[src/rtl/gpio_ctrl_pkg.sv]
package gpio_ctrl_pkg;

    localparam int BUS_W    = 32;
    localparam int WORD_LSB = 2;
    localparam int SEL_W    = 3;
    localparam int SEL_MSB  = WORD_LSB + SEL_W - 1;

    typedef enum logic [SEL_W-1:0] {
        SEL_DIR   = 3'd0,
        SEL_DATA  = 3'd1,
        SEL_IEN   = 3'd2,
        SEL_CHG   = 3'd3,
        SEL_WMASK = 3'd4,
        SEL_TYPE  = 3'd5
    } reg_sel_e;

endpackage

[src/rtl/gpio_insync.sv]
module gpio_insync #(
    parameter int N      = 16,
    parameter int STAGES = 2
) (
    input  logic         clk,
    input  logic         rst_n,
    input  logic [N-1:0] pin_raw,
    output logic [N-1:0] lvl,
    output logic [N-1:0] edge_hit
);

    logic [STAGES-1:0][N-1:0] stage_q;
    logic [N-1:0]             prev_q;

    // synchroniser chain; stage 0 samples the pad
    always_ff @(posedge clk or negedge rst_n) begin
        if (!rst_n) begin
            stage_q <= '0;
            prev_q  <= '0;
        end else begin
            for (int k = STAGES - 1; k > 0; k--) begin
                stage_q[k] <= stage_q[k-1];
            end
            stage_q[0] <= pin_raw;
            prev_q     <= stage_q[STAGES-1];
        end
    end

    assign lvl      = stage_q[STAGES-1];
    assign edge_hit = stage_q[STAGES-1] ^ prev_q;

endmodule

[src/rtl/gpio_regfile.sv]
module gpio_regfile
    import gpio_ctrl_pkg::*;
#(
    parameter int N      = 16,
    parameter int ADDR_W = 5
) (
    input  logic              clk,
    input  logic              rst_n,
    input  logic [ADDR_W-1:0] addr,
    input  logic              we,
    input  logic [N-1:0]      wd,
    input  logic [N-1:0]      lvl,
    input  logic [N-1:0]      edge_hit,
    output logic [N-1:0]      dir,
    output logic [N-1:0]      dout,
    output logic [N-1:0]      ien,
    output logic [N-1:0]      chg,
    output logic [N-1:0]      wmask,
    output logic [N-1:0]      rd
);

    localparam logic [N-1:0] PIN_ONES = {N{1'b1}};

    logic     hi_zero;
    reg_sel_e sel;
    logic     wr_dir, wr_data, wr_ien, wr_chg, wr_wmask;
    logic [N-1:0] dir_q, out_q, ien_q, chg_q, wmask_q;

    generate
        if (ADDR_W > SEL_MSB + 1) begin : g_hi
            assign hi_zero = (addr[ADDR_W-1:SEL_MSB+1] == '0);
        end else begin : g_nohi
            assign hi_zero = 1'b1;
        end
    endgenerate

    logic unused_lo;
    assign unused_lo = ^addr[WORD_LSB-1:0];

    assign sel      = reg_sel_e'(addr[SEL_MSB:WORD_LSB]);
    assign wr_dir   = we && hi_zero && (sel == SEL_DIR);
    assign wr_data  = we && hi_zero && (sel == SEL_DATA);
    assign wr_ien   = we && hi_zero && (sel == SEL_IEN);
    assign wr_chg   = we && hi_zero && (sel == SEL_CHG);
    assign wr_wmask = we && hi_zero && (sel == SEL_WMASK);

    always_ff @(posedge clk or negedge rst_n) begin
        if (!rst_n) begin
            dir_q   <= '0;
            out_q   <= '0;
            ien_q   <= '0;
            chg_q   <= '0;
            wmask_q <= PIN_ONES;
        end else begin
            if (wr_dir)   dir_q   <= wd;
            if (wr_data)  out_q   <= (out_q & ~wmask_q) | (wd & wmask_q);
            if (wr_ien)   ien_q   <= wd;
            if (wr_wmask) wmask_q <= wd;
            // new edges win over a same-cycle clear
            chg_q <= (chg_q & ~(wr_chg ? wd : '0)) | edge_hit;
        end
    end

    always_comb begin
        rd = '0;
        if (hi_zero) begin
            unique case (sel)
                SEL_DIR:   rd = dir_q;
                SEL_DATA:  rd = (dir_q & out_q) | (~dir_q & lvl);
                SEL_IEN:   rd = ien_q;
                SEL_CHG:   rd = chg_q;
                SEL_WMASK: rd = wmask_q;
                SEL_TYPE:  rd = PIN_ONES;
                default:   rd = '0;
            endcase
        end
    end

    assign dir   = dir_q;
    assign dout  = out_q;
    assign ien   = ien_q;
    assign chg   = chg_q;
    assign wmask = wmask_q;

endmodule

[src/rtl/gpio_irq_merge.sv]
module gpio_irq_merge #(
    parameter int N = 16
) (
    input  logic [N-1:0] chg,
    input  logic [N-1:0] ien,
    output logic         irq
);

    logic [N-1:0] pend;

    generate
        for (genvar g = 0; g < N; g++) begin : g_pin
            assign pend[g] = chg[g] & ien[g];
        end
    endgenerate

    assign irq = |pend;

endmodule

[src/rtl/gpio_ctrl.sv]
module gpio_ctrl
    import gpio_ctrl_pkg::*;
#(
    parameter int NPINS       = 16,
    parameter int ADDR_W      = 5,
    parameter int SYNC_STAGES = 2
) (
    input  logic              clk,
    input  logic              rst_n,
    input  logic [ADDR_W-1:0] bus_addr,
    input  logic              bus_we,
    input  logic [BUS_W-1:0]  bus_wdata,
    output logic [BUS_W-1:0]  bus_rdata,
    input  logic [NPINS-1:0]  pin_in,
    output logic [NPINS-1:0]  pin_out,
    output logic [NPINS-1:0]  pin_oe,
    output logic              irq
);

    logic [NPINS-1:0] wd_pins, lvl_w, edge_w, ien_w, chg_w, wmask_w, rd_w;

    assign wd_pins = bus_wdata[NPINS-1:0];

    generate
        if (NPINS < BUS_W) begin : g_pad
            logic unused_hi;
            assign unused_hi = ^bus_wdata[BUS_W-1:NPINS];
        end
    endgenerate

    gpio_insync #(.N(NPINS), .STAGES(SYNC_STAGES)) u_sync (
        .clk      (clk),
        .rst_n    (rst_n),
        .pin_raw  (pin_in),
        .lvl      (lvl_w),
        .edge_hit (edge_w)
    );

    gpio_regfile #(.N(NPINS), .ADDR_W(ADDR_W)) u_regs (
        .clk      (clk),
        .rst_n    (rst_n),
        .addr     (bus_addr),
        .we       (bus_we),
        .wd       (wd_pins),
        .lvl      (lvl_w),
        .edge_hit (edge_w),
        .dir      (pin_oe),
        .dout     (pin_out),
        .ien      (ien_w),
        .chg      (chg_w),
        .wmask    (wmask_w),
        .rd       (rd_w)
    );

    gpio_irq_merge #(.N(NPINS)) u_irq (
        .chg (chg_w),
        .ien (ien_w),
        .irq (irq)
    );

    assign bus_rdata = BUS_W'(rd_w);

endmodule


[config.mk]
export PLATFORM = sky130hd
export DESIGN_NAME = gpio_ctrl
export DESIGN_NICKNAME = d
export VERILOG_FILES = /design/src/rtl/gpio_ctrl_pkg.sv /design/src/rtl/gpio_insync.sv /design/src/rtl/gpio_regfile.sv /design/src/rtl/gpio_irq_merge.sv /design/src/rtl/gpio_ctrl.sv
export SDC_FILE = /design/constraint.sdc
export NUM_CORES = 1
export LEC_CHECK = 0
export ABC_AREA = 1
export CORE_AREA = 5 5 104 106
export DETAILED_ROUTE_END_ITERATION = 6
export DIE_AREA = 0 0 109 111
export DONT_BUFFER_PORTS = 1
export PLACE_DENSITY = 0.78
export SYNTH_ARGS = -nofsm -noshare
export SYNTH_HDL_FRONTEND = slang
export SYNTH_HIERARCHICAL = 1
export SYNTH_SLANG_ARGS = --single-unit
[constraint.sdc]
create_clock -name clk -period 1.7 [get_ports clk]
set_input_delay 0.34 -clock clk [delete_from_list [all_inputs] [get_ports clk]]
set_output_delay 0.34 -clock clk [all_outputs]
set_load 0.02 [all_outputs]
==> results.sh <==
export IMPL_status="finished, violations left"
export IMPL_violations="hold timing, setup timing"
export IMPL_finalHoldViolations=128
export IMPL_yosys_area_top_type="dfrtp_1"
export IMPL_cts_root_buf="clkbuf_8"
export IMPL_first_global_vias=5039
export IMPL_cts_tree="built"
export IMPL_ys_seq_area_frac=0.535
export IMPL_crit_top_cell="nand2_1"
export IMPL_synth_top_cells_by_area="dfrtp_1 (47%), nand2_1 (21%), dfstp_2 (7.0%), inv_1 (6.4%), o21ai_0 (4.4%)"
export IMPL_cts_max_level=4
export IMPL_cellLeakagePower_nw=3.71
export IMPL_cts_buffer_depth=2
export IMPL_synthTopCellsByCount="nand2_1 (333), dfrtp_1 (112), inv_1 (103), o21ai_0 (53), nand3_1 (51)"
export IMPL_row_count=36
export IMPL_crit_type="flop to primary output"
export IMPL_cts_sinks=128
export IMPL_slowest_delay_ns=0.48
export IMPL_drt_first_pass_iters=5
export IMPL_die_w_um=109
export IMPL_p_sw_frac=0.300
export IMPL_crit_chain="inv_2, nand2_1, nand2_1, nand2_1, nand2_1, inv_1, nand2_2"
export IMPL_syn_area_mm2=0.00603
export IMPL_internal_power_mw=6.04
export IMPL_final_max_slew_viol_count=0
export IMPL_critPathCaptureType="primary output"
export IMPL_netlist_area_leader_share=0.465
export IMPL_p_switching_mw=2.59
export IMPL_synth_cells=782
export IMPL_yosysMostFrequentCell="nand2_1"
export IMPL_ant_nets=0
export IMPL_dp_final_hpwl_mm=8.98
export IMPL_gp_congestion=0.780
export IMPL_skew_ns=0.00525
export IMPL_comb_power_share=0.128
export IMPL_synth_warnings=6
export IMPL_ir_drop_v=0.00100
export IMPL_grt_util_all_layers=0.258
export IMPL_gr_total_overflow=0
export IMPL_maxCapViolations=0
export IMPL_ys_ff_latch=128
export IMPL_area_delta_synth_final_pct=19.5
export IMPL_r2r_cells=3
export IMPL_clock_latency_ns=0.51
export IMPL_crit_arrival_ns=1.44
export IMPL_preCtsSetupSlack_ns=0.148
export IMPL_rsz0062_at_grt="true"
export IMPL_io_pins=121
export IMPL_finalSetupViolCount=17
export IMPL_grt_pass1_wl_mm=24.4
export IMPL_async_flop_share=1.00
export IMPL_clk_pin_slew_ns=0.06
export IMPL_share_seq_of_total_power=0.483
export IMPL_wl_mm=15.0
export IMPL_core_area_mm2=0.00968
export IMPL_synth_cell_types=17
export IMPL_fmaxAchievable_mhz=563
export IMPL_finalNetCount=874
export IMPL_vias=5098
export IMPL_initial_utilization=0.622
export IMPL_numCtsBuffers=17
export IMPL_synth_flop_cell="dfrtp_1"
export IMPL_die_area_mm2=0.0121
export IMPL_vias_per_cell=5.29
export IMPL_worstSetupStartpointType="flop"
export IMPL_crit_required_ns=1.36
export IMPL_final_layout_size_suffix_gt1_frac=0.187
export IMPL_crit_fanout=5
export IMPL_postSynthAreaPerCell_um2=7.71
export IMPL_numPortBuffers=0
export IMPL_die_y_um=111
export IMPL_clockPowerShare=0.389
export IMPL_critPathSlowestCell="dfrtp_2"
export IMPL_hold_ws_ns=-0.479
export IMPL_grt_max_degree=129
export IMPL_hold_path_class="input pin to asynchronous set/reset pin"
export IMPL_fin_ws_ns=-0.0761
export IMPL_antenna_found_initial=0
export IMPL_drtIter0Drc=416
export IMPL_route_detailed_drc=0
export IMPL_r2r_slack_ns=0.80
export IMPL_routedWlPerCell_um=15.5
export IMPL_synth_edf_count=0
export IMPL_r2r_start="u_regs/wmask[9]"
export IMPL_antennaDiodeCount=0
export IMPL_period_share=1.04
export IMPL_period_minus_slack_ns=1.78
export IMPL_powerDensity_mw_per_mm2=1200
[worst max path at each step]
stage / endpoint / start / slack, ns
3_5_place_dp: bus_rdata[9] / bus_addr[3] / 0.15
2_1_floorplan: bus_rdata[10] / bus_addr[3] / 0.08
3_3_place_gp: bus_rdata[9] / bus_addr[3] / 0.18
6_report: bus_rdata[13] / u_regs/dir[13] / -0.08
4_1_cts: bus_rdata[4] / u_regs/dir[4] / -0.09
5_1_grt: bus_rdata[14] / u_regs/dir[14] / -0.18
[what timing repair did]
item | in CTS | in global routing
hold endpoints to repair | 161 | 129
pin swaps | 14 | 16
setup buffers | 2 | 0
resized for setup | 49 | 41
setup endpoints to repair | 17 | 17
hold buffers | 40 | 1
[cell families after synthesis]
| kind of cell | Yosys count | synth area share |
|---|---|---|
| AO/OA/AOI/OAI | 64 | 0.0531 |
| buffers and inverters | 165 | 0.126 |
| flip-flops | 128 | 0.535 |
| other | 1 | 0.000622 |
| AND/OR/NAND/NOR | 424 | 0.285 |
[final cells by class]
cell class                      instances  area, um2
Sequential cell                       128       3260
Fill cell                             683       2480
Multi-Input combinational cell        504       2210
Timing Repair Buffer                   62        606
Clock buffer                           23        477
Inverter                              105        394
Tap cell                              133        166
Clock inverter                          9       83.8
[cells in the final DEF, fill, tap and decap left out]
cell type / netlist / final
clkbuf_16: 0 / 16
dfstp_2: 16 / 16
clkinv_4: 0 / 1
clkbuf_1: 14 / 2
buf_12: 0 / 3
inv_2: 2 / 26
nor2_1: 18 / 14
dfrtp_1: 112 / 83
nand3_1: 51 / 51
nor2_4: 2 / 2
conb_1: 1 / 16
dfrtp_2: 0 / 29
inv_1: 103 / 79
buf_4: 34 / 18
nand2_2: 0 / 17
o21ai_1: 11 / 11
dlygate4sd3_1: 0 / 41
nand4_1: 18 / 18
nand2_4: 0 / 8
clkbuf_8: 0 / 5
bufinv_16: 0 / 1
o21ai_0: 53 / 53
clkinvlp_4: 0 / 4
nand2_1: 333 / 308
nor2_2: 2 / 6
clkinv_2: 0 / 3
[power by group through the flow]
stage	sequential [mW]	clock (mW)	combinational, mW
2_1_floorplan	4.05	0	0.821
3_3_place_gp	4.13	0	0.894
3_5_place_dp	4.15	0	0.940
4_1_cts	4.14	3.42	1.05
5_1_grt	4.24	3.56	1.25
6_report	4.17	3.36	1.10
[critical path, delay by kind of cell (launching register included)]
kind / cells / cell delay (ns)
flops: 1 / 0.48
simple gates: 5 / 0.34
buf+inv: 2 / 0.10
[through the flow]
step / utilization / cells / area (um2) / power (mW) / TNS [ns]
CTS: 0.736 / 963 / 7130 / 8.61 / -1.37
detailed placement: 0.626 / 889 / 6060 / 5.09 / 0
global route: 0.743 / 964 / 7200 / 9.05 / -2.58
finish: 0.743 / 964 / 7200 / 8.64 / -0.919
floorplan: - / 797 / 6080 / 4.87 / 0
global placement: 0.626 / 889 / 6060 / 5.02 / 0
[routing by layer]
metal | vias to the layer above | part of all wire | global-route usage
met3 | 29 | 0.097 | 0.0938
met4 | 0 | 0.015 | 0.0976
met5 | - | 0 | 0
li1 | 2417 | - | -
met2 | 244 | 0.49 | 0.413
met1 | 2408 | 0.39 | 0.316
No activity file was read; power rests on OpenSTA's default activity.
